### src/rtl/fsbm_pkg.sv
package fsbm_pkg;

    typedef enum logic [1:0] {
        ST_RESET    = 2'd0,
        ST_CALC     = 2'd1,
        ST_DONE     = 2'd2,
        ST_COMPLETE = 2'd3
    } fsbm_state_t;

endpackage

### src/rtl/fsbm_window.sv
// Clipped search-window bounds for one macroblock, per axis (0 = x, 1 = y).
module fsbm_window #(
    parameter int FRAME = 96,
    parameter int BLK   = 16,
    parameter int RANGE = 16,
    parameter int IW    = 3,
    parameter int CW    = 7
) (
    input  logic [1:0][IW-1:0] idx,
    output logic [1:0][CW-1:0] org,
    output logic [1:0][CW-1:0] lo,
    output logic [1:0][CW-1:0] top
);
    localparam int WW = CW + 2;

    for (genvar a = 0; a < 2; a++) begin : g_axis
        logic [WW-1:0] org_w;
        logic [WW-1:0] lo_w;
        logic [WW-1:0] hi_w;

        always_comb begin
            org_w = WW'(idx[a]) * WW'(BLK);
            lo_w  = (org_w >= WW'(RANGE)) ? (org_w - WW'(RANGE)) : '0;
            hi_w  = org_w + WW'(BLK - 1 + RANGE);
            if (hi_w > WW'(FRAME - 1)) begin
                hi_w = WW'(FRAME - 1);
            end
        end

        assign org[a] = CW'(org_w);
        assign lo[a]  = CW'(lo_w);
        assign top[a] = CW'(hi_w - WW'(BLK - 1));
    end
endmodule

### src/rtl/fsbm_scan.sv
// Raster-order candidate position counter.
module fsbm_scan #(
    parameter int CW = 7
) (
    input  logic              clk,
    input  logic              rst_n,
    input  logic              load,
    input  logic              step,
    input  logic [1:0][CW-1:0] lo,
    input  logic [1:0][CW-1:0] top,
    output logic [1:0][CW-1:0] pos,
    output logic              last
);
    always_ff @(posedge clk) begin
        if (!rst_n) begin
            pos <= '0;
        end else if (load) begin
            pos <= lo;
        end else if (step) begin
            if (pos[0] == top[0]) begin
                pos[0] <= lo[0];
                pos[1] <= pos[1] + CW'(1);
            end else begin
                pos[0] <= pos[0] + CW'(1);
            end
        end
    end

    assign last = (pos[0] == top[0]) && (pos[1] == top[1]);
endmodule

### src/rtl/fsbm_min_track.sv
// Running minimum of SAD results with the position that produced it.
module fsbm_min_track #(
    parameter int CW   = 7,
    parameter int SADW = 16
) (
    input  logic              clk,
    input  logic              rst_n,
    input  logic              init,
    input  logic [1:0][CW-1:0] init_pos,
    input  logic              upd,
    input  logic [SADW-1:0]   value,
    input  logic [1:0][CW-1:0] pos,
    output logic [1:0][CW-1:0] best_pos
);
    logic [SADW-1:0] min_q;

    always_ff @(posedge clk) begin
        if (!rst_n) begin
            min_q    <= '1;
            best_pos <= '0;
        end else if (init) begin
            min_q    <= '1;
            best_pos <= init_pos;
        end else if (upd && (value < min_q)) begin
            min_q    <= value;
            best_pos <= pos;
        end
    end
endmodule

### src/rtl/fsbm_search.sv
module fsbm_search #(
    parameter int FRAME = 96,
    parameter int BLK   = 16,
    parameter int RANGE = 16,
    parameter int SADW  = 16,
    parameter int IW    = $clog2(FRAME / BLK),
    parameter int CW    = $clog2(FRAME)
) (
    input  logic            clk,
    input  logic            rst_n,
    input  logic            start,
    input  logic [IW-1:0]   mb_col,
    input  logic [IW-1:0]   mb_row,
    output logic            sad_req,
    output logic [CW-1:0]   cand_x,
    output logic [CW-1:0]   cand_y,
    input  logic            sad_done,
    input  logic [SADW-1:0] sad_value,
    output logic            done_req,
    input  logic            done_ack,
    output logic [CW-1:0]   start_x,
    output logic [CW-1:0]   start_y,
    output logic [CW-1:0]   end_x,
    output logic [CW-1:0]   end_y
);
    import fsbm_pkg::*;

    localparam int HALF = BLK / 2;

    fsbm_state_t state, state_nx;
    logic               issued;
    logic [1:0][IW-1:0] idx_q;
    logic [1:0][IW-1:0] idx_now;
    logic [1:0][CW-1:0] org, lo, top, pos, best;
    logic               last;
    logic               accept;
    logic               result;

    assign accept = (state == ST_RESET) && start;
    assign result = (state == ST_CALC) && issued && sad_done;

    always_comb begin
        if (state == ST_RESET) begin
            idx_now[0] = mb_col;
            idx_now[1] = mb_row;
        end else begin
            idx_now = idx_q;
        end
    end

    fsbm_window #(
        .FRAME(FRAME), .BLK(BLK), .RANGE(RANGE), .IW(IW), .CW(CW)
    ) u_window (
        .idx (idx_now),
        .org (org),
        .lo  (lo),
        .top (top)
    );

    fsbm_scan #(.CW(CW)) u_scan (
        .clk   (clk),
        .rst_n (rst_n),
        .load  (accept),
        .step  (result && !last),
        .lo    (lo),
        .top   (top),
        .pos   (pos),
        .last  (last)
    );

    fsbm_min_track #(.CW(CW), .SADW(SADW)) u_min (
        .clk      (clk),
        .rst_n    (rst_n),
        .init     (accept),
        .init_pos (lo),
        .upd      (result),
        .value    (sad_value),
        .pos      (pos),
        .best_pos (best)
    );

    // next state
    always_comb begin
        state_nx = state;
        unique case (state)
            ST_RESET:    if (start)          state_nx = ST_CALC;
            ST_CALC:     if (result && last) state_nx = ST_DONE;
            ST_DONE:     if (done_ack)       state_nx = ST_COMPLETE;
            ST_COMPLETE:                     state_nx = ST_RESET;
            default:                         state_nx = ST_RESET;
        endcase
    end

    // state register and per-candidate request flag
    always_ff @(posedge clk) begin
        if (!rst_n) begin
            state  <= ST_RESET;
            issued <= 1'b0;
            idx_q  <= '0;
        end else begin
            state <= state_nx;
            if (accept) begin
                idx_q  <= idx_now;
                issued <= 1'b0;
            end else if (state == ST_CALC) begin
                if (!issued) begin
                    issued <= 1'b1;
                end else if (sad_done) begin
                    issued <= 1'b0;
                end
            end
        end
    end

    // outputs
    always_comb begin
        sad_req  = (state == ST_CALC) && !issued;
        done_req = (state == ST_DONE);
        cand_x   = pos[0];
        cand_y   = pos[1];
        start_x  = org[0] + CW'(HALF);
        start_y  = org[1] + CW'(HALF);
        end_x    = best[0] + CW'(HALF);
        end_y    = best[1] + CW'(HALF);
    end
endmodule

### config.mk
export PLATFORM = sky130hd
export DESIGN_NAME = fsbm_search
export DESIGN_NICKNAME = d
export VERILOG_FILES = /design/src/rtl/fsbm_pkg.sv /design/src/rtl/fsbm_window.sv /design/src/rtl/fsbm_scan.sv /design/src/rtl/fsbm_min_track.sv /design/src/rtl/fsbm_search.sv
export SDC_FILE = /design/constraint.sdc
export NUM_CORES = 1
export LEC_CHECK = 0
export BUFFER_PORTS_ARGS = -buffer_cell sky130_fd_sc_hd__buf_2
export CAP_MARGIN = 10
export CORE_MARGIN = 4
export CORE_UTILIZATION = 45
export CTS_CLUSTER_DIAMETER = 150
export DETAILED_ROUTE_END_ITERATION = 10
export HOLD_SLACK_MARGIN = 0.15
export PLACE_DENSITY = 0.71
export SYNTH_ARGS = -nofsm -noshare
export SYNTH_HDL_FRONTEND = slang
export SYNTH_SLANG_ARGS = --single-unit
### constraint.sdc
create_clock -name clk -period 5.3 [get_ports clk]
set_clock_uncertainty 0.05 [all_clocks]
set_input_delay 1.06 -clock clk [delete_from_list [all_inputs] [get_ports clk]]
set_output_delay 1.06 -clock clk [all_outputs]
set_load 0.02 [all_outputs]
==> run metrics, run 1 <==
status=finished, final reports clean; Clock Tree Buf Depth=2; worst skew pair latency=about 310 ps; Peak VDD IR=between 100 and 150 uV; Rows=31; Core Area=a little over 0.007 sq mm; P_int=0.806 mW; Max Slew Vio Count=0; slowest stage cell, crit path=ha_1; Yosys reg bits=53; worst setup path startpoint=state[0]; WHS Path Cells=2; H-tree levels=2; Switching Share=about 44%; setup bufs post-CTS=0; crit path time final=between 3000 and 4000 ps; final WL=7.45 mm; # IOs=71; RSZ-0062 raised after global routing=no; global-route usage over all layers=between 15 and 20%; vias=roughly 2,800; total gr overflow=0; Die H=94.0 um; Syn. warnings=0; Seq/Total Area, Yosys=about a third; Post-Syn Area=0.00332 sq mm; wire per inst=between 10 and 15 um; first-pass GRT wire length=12.4 mm; CTS root buf=clkbuf_8; Syn Area/Cell=approximately 8.6 sq um; Leakage=between 1.5 and 2 nW; R2R setup slack=between 1000 and 1500 ps; worst r2r path cells=12; crit-path cells=inv_1 -> ha_1 -> mux2i_1 -> inv_1 -> ha_1 -> nor2b_1 -> o21ai_0 -> o21ai_0 -> nand4_4 -> and3_1 -> o22a_1 -> o221a_1; Setup crit start kind=flip-flop; ratio of cells with drive above 1 in the final layout=about a fifth; worst r2r src=state[0]; RR Endpoint=u_scan.pos[11]; Tot Pwr=1.43 mW; DRT antenna net count=0; PD cells=approximately 390 mW/mm^2; async set-reset flop share out of synthesis=0%; FILL cells=between 700 and 800; initial core utilization=between 40% and 50%; number of flops mapped to enable cells by yosys=0; Crit Path Category=reg -> reg; crit-path max cell delay=~640 ps; hold path startpoint=idx_q[4]; fin crit share=around 74%; clock power share=between 10% and 20%; CTS tree=built; CTS Buf Count=5; Setup crit end kind=flip-flop; area added between synthesis and finish=11.0%; Sequential Power Share=a little over a third; post_cts resized=0; ant diodes=0; drt via density=5.26; Yosys cell types=slightly below 60; largest net degree at the start of global routing=30; clk sinks=53; Fin. Hold Viols=0; drt first-iter violations=112; initial antenna violation count=0; Worst slew margin=between 50% and 60%; NetSw=~0.62 mW; CTS clk-pin slew, worst paths=about 90 ps; Post-Syn Instances=387; final-report setup violation count=0; number of global-route vias before repair=about 2,700; max frequency=0.256 GHz; Post-synth top flop=dfxtp_1; Arr. time, crit path=about 4100 ps; Critical Path RT=~5500 ps; Die Span X=~94 um; Hold Path End=idx_q[4]; post-detail-place hpwl=between 5 and 6 mm; hold_buf cts=0; Worst Tran Pin Value=around 740 ps; Pre-Repair DR Iteration Count=4; nets@finish=491; max-cap violations=0; Comb pwr share=49.2%; input/output buffers=between 60 and 70; Max FO, Critical Path=15; sum of negative setup slack=0 ps; die area=between 0.008 and 0.009 sq mm; drc violations=0; HP Class=reg -> reg; GPL Wtd Cong=around 0.9
==> cells by family (layout without fill, tap and decap cells) <==
group,Yosys count,after routing,share of synthesized area [%]
adder cells (fa/ha/maj),29,29,10.9
multiplexers,27,27,9.18
XOR/XNOR,8,8,2.11
other,2,8,0.226
AO/OA/AOI/OAI,85,85,17.5
flip-flops,53,53,31.9
buffers and inverters,63,106,9.90
AND/OR/NAND/NOR,120,120,18.3
==> critical path: cells and delay by family, from the launching register on <==
family	cells	cell delay (ps)
adder cells (fa/ha/maj)	2	880
AND/OR/NAND/NOR	3	760
AO/OA/AOI/OAI	4	900
buffers and inverters	2	270
multiplexers	1	600
flip-flops	1	340
==> Yosys cell counts (4+ instances only) <==
cell type,number,share of area (%)
a21oi_1,26,3.9
and3_1,9,1.7
buf_4,16,3.6
clkbuf_1,8,0.90
dfxtp_1,53,32
ha_1,29,11
inv_1,32,3.6
mux2i_1,23,6.9
nand2_1,39,4.4
nand2b_1,5,0.94
nand3_1,9,1.4
nand4_1,4,0.75
nor2_1,23,2.6
nor3_1,10,1.5
o211ai_1,20,4.5
o21ai_0,14,2.1
xnor2_1,5,1.3
==> metal layers <==
layer | vias up | GRT usage (%) | part of all wire, %
li1 | 1425 | - | -
met1 | 1301 | 21.3 | 43
met2 | 82 | 30.5 | 50
met3 | 8 | 4.73 | 5.9
met4 | 0 | 4.45 | 1.0
met5 | - | 0 | 0
==> through the flow <==
| step | setup slack, ps | utilization [%] | hold WS [ps] | std cells | instance area (sq um) |
|---|---|---|---|---|---|
| finish | 1390 | 51.1 | 429 | 535 | 3690 |
| global route | 1170 | 51.1 | 469 | 535 | 3690 |
| CTS | 1460 | 51.1 | 434 | 535 | 3690 |
| detailed placement | 1470 | 50.0 | 419 | 527 | 3610 |
| global placement | 1660 | 50.0 | 397 | 527 | 3610 |
| floorplan | 1770 | - | 386 | 393 | 3350 |
==> registers in the layout, summed over array words and instances, names as in the netlist <==
name	flops
state	2
issued	1
u_min.best_pos	14
idx_q	6
u_min.min_q	16
u_scan.pos	14
==> power groups by stage <==
stage	combinational [mW]	sequential, mW	clock (mW)
floorplan	0.563	0.513	0
global placement	0.688	0.509	0
detailed placement	0.703	0.512	0
CTS	0.706	0.503	0.232
global route	0.777	0.512	0.248
finish	0.704	0.503	0.223
==> cell type report <==
cell class | instances | area (sq um) | share of cell area [%]
multi-input cells | 277 | 1970 | 53.4
well taps | 99 | 124 | 3.36
clock buffers | 6 | 72.6 | 1.97
inverters | 34 | 128 | 3.46
repair buffers | 64 | 325 | 8.82
clock inverters | 2 | 10.0 | 0.271
flip-flops and latches | 53 | 1060 | 28.8
==> layout by cell type, fill, tap and decap left out, types with 4 or more instances in the layout <==
master	count
a21oi_1	25
and3_1	9
buf_2	62
clkbuf_8	5
conb_1	8
dfxtp_1	53
ha_1	29
inv_1	32
mux2i_1	23
nand2_1	39
nand2b_1	5
nand3_1	9
nand4_1	4
nor2_1	23
nor3_1	10
o211ai_1	20
o21ai_0	14
xnor2_1	5
==> worst max-delay path by stage <==
stage | to | slack (ps) | cells after the start
floorplan | u_scan.pos[11] | 1770 | 11
global placement | u_scan.pos[12] | 1660 | 11
detailed placement | u_scan.pos[12] | 1470 | 12
CTS | u_scan.pos[11] | 1460 | 12
global route | u_scan.pos[12] | 1170 | 12
finish | u_scan.pos[11] | 1390 | 12
(Power assumes the default switching activity.)
==> inputs of run 2 (changes only) <==
clock period = 3.9 ns   (was 5.3 ns; I/O delays follow)
==> run 2 against run 1 <==
Compared with the run above:
- sequential power is 36% higher
- global-route usage decreased by 0.42 points
- total power is 37% higher
- via count is 0.71% lower
- count of clock-buffer cells in the layout rose by 1
- critical path type unchanged
- final area increased by 0.64%
==> run metrics, run 2 (synthesis results as in run 1) <==
status=finished, final reports clean; area added between synthesis and finish=11.7%; Max FO, Critical Path=9; drt via density=about 5.2; PD cells=~530 mW/mm^2; clock power share=between 10% and 20%; nets@finish=~490; Peak VDD IR=205 uV; initial core utilization=between 40 and 50%; dpl ws=about 460 ps; most frequent cells in the layout=62 x buf_2, 53 x dfxtp_1, 39 x nand2_1; Switching Share=~43%; largest net degree at the start of global routing=21; Worst Tran Pin Value=574 ps; sum of negative setup slack=0 ps; Clock Tree Buf Depth=2; clk sinks=53; total gr overflow=0; final WL=7.47 mm; P_int=about 1.1 mW; Largest Register=u_min.min_q; largest registers=u_min.min_q x16, u_min.best_pos x14, u_scan.pos x14; Final Util=around 51%; input/output buffers=62; vias=2,796; max frequency=about 0.30 GHz; number of flip-flops in the largest register=16; CTS Buf Count=5; Max Slew Vio Count=0; Leakage=1.76 nW; DRT antenna net count=0; DP Cell Count=530; # IOs=71; die area=approximately 0.0088 sq mm; crit path time final=3340 ps; Pre-Repair DR Iteration Count=4; post-detail-place hpwl=between 5 and 6 mm; Crit Path Category=reg -> reg; global-route usage over all layers=approximately 17%; RSZ-0062 raised after global routing=no; commonest non-fill, non-tap cell in the layout=buf_2; Tot Pwr=1.96 mW; initial antenna violation count=0; drt first-iter violations=136; final-report setup violation count=0; worst path setup slack after routing=between 500 and 600 ps; Setup crit end kind=flip-flop; Sequential Power Share=a little over a third; CTS tree=built; H-tree levels=2; ant diodes=0; ratio of cells with drive above 1 in the final layout=20.7%; NetSw=roughly 0.85 mW; Final Non-Filler Cells=approximately 540; fin crit share=roughly 86%; post_cts resized=0; Comb pwr share=between 40 and 50%; Die Span X=94.0 um; Fin. Hold Viols=0; max-cap violations=0; GPL Wtd Cong=0.906; wire per inst=13.9 um; worst skew pair latency=300 ps; Arr. time, crit path=3480 ps; number of global-route vias before repair=about 2,700; Core Area=0.00721 sq mm; hold_buf cts=0; setup bufs post-CTS=0; Die H=about 94 um; Rows=31; HP Class=reg -> reg; Critical Path RT=~4000 ps; CTS root buf=clkbuf_8; Worst slew margin=a little over 60%; first-pass GRT wire length=12.2 mm; Setup crit start kind=flip-flop; drc violations=0; CTS clk-pin slew, worst paths=about 100 ps
[run 2: cell types whose count changed in the layout (fill, tap and decap cells not counted)]
cell,change
clkbuf_1,+1
clkinv_2,-2
clkinvlp_4,+1
buf_4,+3
[run 2: metal layers]
layer	track usage, %	up-vias	part of all wire (%)
met4	4.45	0	1.1
met3	2.80	11	4.5
li1	-	1436	-
met2	29.9	56	49
met1	21.7	1293	46
met5	0	-	0
[run 2: worst paths after layout]
kind	slack [ps]	end	cells past startpoint	startpoint
setup / recovery	560	u_scan.pos[11]	12	state[0]
hold / removal	420	idx_q[4]	2	idx_q[4]
setup reg to reg	560	u_scan.pos[11]	12	state[0]
hold reg to reg	420	idx_q[4]	2	idx_q[4]
[run 2: final cells by class]
cell class | count | area (sq um)
inverters | 34 | 128
repair buffers | 67 | 348
well taps | 99 | 124
clock buffers | 7 | 76.3
multi-input cells | 277 | 1970
flip-flops and latches | 53 | 1060
clock inverters | 1 | 7.51
fillers | 731 | 3500
[run 2: power groups by stage]
| stage | clock [mW] | combinational [mW] | sequential [mW] |
|---|---|---|---|
| 6_report | 0.307 | 0.974 | 0.682 |
| 5_1_grt | 0.338 | 1.08 | 0.693 |
| 4_1_cts | 0.321 | 0.979 | 0.681 |
| 3_5_place_dp | 0 | 0.975 | 0.693 |
| 3_3_place_gp | 0 | 0.947 | 0.688 |
| 2_1_floorplan | 0 | 0.765 | 0.697 |
[run 2: worst max-delay path: stages, from the launching register on]
cell and delay [ps]:
dfxtp_1 340, inv_1 80, ha_1 270, mux2i_1 320, inv_1 180, ha_1 250
nor2b_1 230, o21ai_0 140, o21ai_0 320, nand4_4 220, and3_1 340, o22a_1 250
o221a_1 240
[run 2: through the flow]
step / hold WS, ps / instance area, sq um
floorplan: 386 / 3350
global placement: 396 / 3630
detailed placement: 411 / 3630
CTS: 425 / 3710
global route: 448 / 3710
finish: 421 / 3710
==> inputs of run 3 (changes only) <==
CORE_MARGIN = default   (was 4)
PLACE_DENSITY = 0.74   (was 0.71)
clock period = 2.9 ns   (was 3.9 ns; I/O delays follow)
==> run 3 against run 2 <==
Compared with the run above:
- non-clock buffer count grew 19
- sequential power grew 34%
- clock power grew 92%
- final area grew 7.5%
- count of clock-buffer cells in the layout shrank 2
- die area shrank 12%
- critical path depth shrank 2
- sequential cell count is the same
- critical path type unchanged
- critical endpoint is now u_scan.pos[6]
==> run metrics, run 3 (synthesis results as in run 1) <==
vias=between 2,000 and 3,000; global-route usage over all layers=around 20%; Tot Pwr=between 3 and 4 mW; fin crit share=97.0%; largest registers=u_min.min_q x16, u_min.best_pos x14, u_scan.pos x14; Peak VDD IR=~330 uV; most frequent cells in the layout=63 x buf_2, 51 x dfxtp_1, 39 x nand2_1; ant diodes=0; sum of negative setup slack=0 ps; crit-path cells=inv_2 -> ha_4 -> buf_2 -> buf_4 -> mux4_1 -> o22ai_1 -> or3b_4 -> o21ai_4 -> mux2i_1 -> a21oi_1; hold_buf cts=0; CTS tree=built; H-tree levels=2; initial antenna violation count=0; Buf/Inv on CP=3; die area=~0.0077 sq mm; Setup crit end kind=flip-flop; CTS root buf=clkbuf_8; Clock Tree Buf Depth=2; Largest Register=u_min.min_q; Leakage=1.88 nW; Pre-Repair DR Iteration Count=4; Fin. Hold Viols=0; worst skew pair latency=a little over 300 ps; drc violations=0; Setup crit start kind=flip-flop; CTS Buf Count=5; PD cells=just under 800 mW/mm^2; largest net degree at the start of global routing=20; area added between synthesis and finish=20.1%; clk sinks=53; CTS clk-pin slew, worst paths=roughly 100 ps; Crit Path Category=reg -> reg; input/output buffers=just over 60; Worst Tran Pin Value=561 ps; GPL Wtd Cong=0.865; wire per inst=13.5 um; initial core utilization=between 40% and 50%; first-pass GRT wire length=12.0 mm; Core Area=~0.007 sq mm; ratio of cells with drive above 1 in the final layout=27.7%; number of global-route vias before repair=roughly 2,600; final-report setup violation count=0; post-detail-place hpwl=~5.6 mm; DRT antenna net count=0; slowest stage cell, crit path=mux4_1; Critical Path RT=~3100 ps; commonest non-fill, non-tap cell in the layout=buf_2; crit path time final=approximately 2800 ps; drt via density=5.26; status=finished, final reports clean; number of flip-flops in the largest register=16; max-cap violations=0; cell family with most CP delay=multiplexers; total gr overflow=0; crit-path max cell delay=about 560 ps; # IOs=71; nets@finish=roughly 510; Max FO, Critical Path=7; Arr. time, crit path=approximately 3000 ps; final WL=7.51 mm; drt first-iter violations=around 150; Max Slew Vio Count=0; max frequency=between 0.3 and 0.4 GHz; Die Span X=~88 um; FILL cells=660; Worst slew margin=62.5%; Rows=30; HP Class=reg -> reg; Die H=88.0 um
## run 3: repair_timing
item / in CTS / in global routing
resized for setup: 0 / 5
cloned: 0 / 1
buffers inserted: 5 / 9
endpoints found under the setup margin: 2 / 10
pin swaps: 1 / 6
hold endpoints to repair: 0 / 0
## run 3: layout make-up
cell class / instances / area (sq um) / share of cell area [%]
clock buffers: 5 / 68.8 / 1.72
inverters: 34 / 130 / 3.26
clock inverters: 3 / 65.1 / 1.63
repair buffers: 86 / 500 / 12.5
multi-input cells: 278 / 2040 / 51.2
flip-flops and latches: 53 / 1060 / 26.6
well taps: 96 / 120 / 3.01
## run 3: layer usage
metal,part of all wire (%),global-route usage [%]
met1,46,25.8
met2,48,33.8
met3,5.2,4.34
met4,1.3,5.66
met5,0,0
## run 3: power breakdown
group	internal (mW)	leakage, nW	switching, mW
clock	0.343	0.0681	0.248
combinational	0.697	1.39	0.893
sequential	0.822	0.432	0.0923
## run 3: stage by stage
stage | cell area [sq um] | setup slack (ps) | std cells | hold WS (ps) | util, %
finish | 3990 | 87.7 | 555 | 433 | 57.2
global route | 3990 | -2.20 | 555 | 462 | 57.2
CTS | 3910 | 69.2 | 545 | 437 | 55.9
detailed placement | 3730 | -52.4 | 532 | 413 | 53.5
global placement | 3730 | 66.2 | 532 | 405 | 53.5
floorplan | 3410 | 20.6 | 393 | 393 | -
## run 3: worst paths after layout
path	start	to	slack, ps	cells after the start
worst max-delay path	state[1]	u_scan.pos[6]	90	10
worst min-delay path	u_min.min_q[0]	u_min.min_q[0]	430	2
worst max register to register	state[1]	u_scan.pos[6]	90	10
worst min register to register	u_min.min_q[0]	u_min.min_q[0]	430	2
## run 3: tightest hold or removal path, delay by kind of cell (launching register included)
| kind | cells | cell delay, ps |
|---|---|---|
| simple gates | 1 | 60 |
| mux | 1 | 70 |
| flops | 1 | 330 |
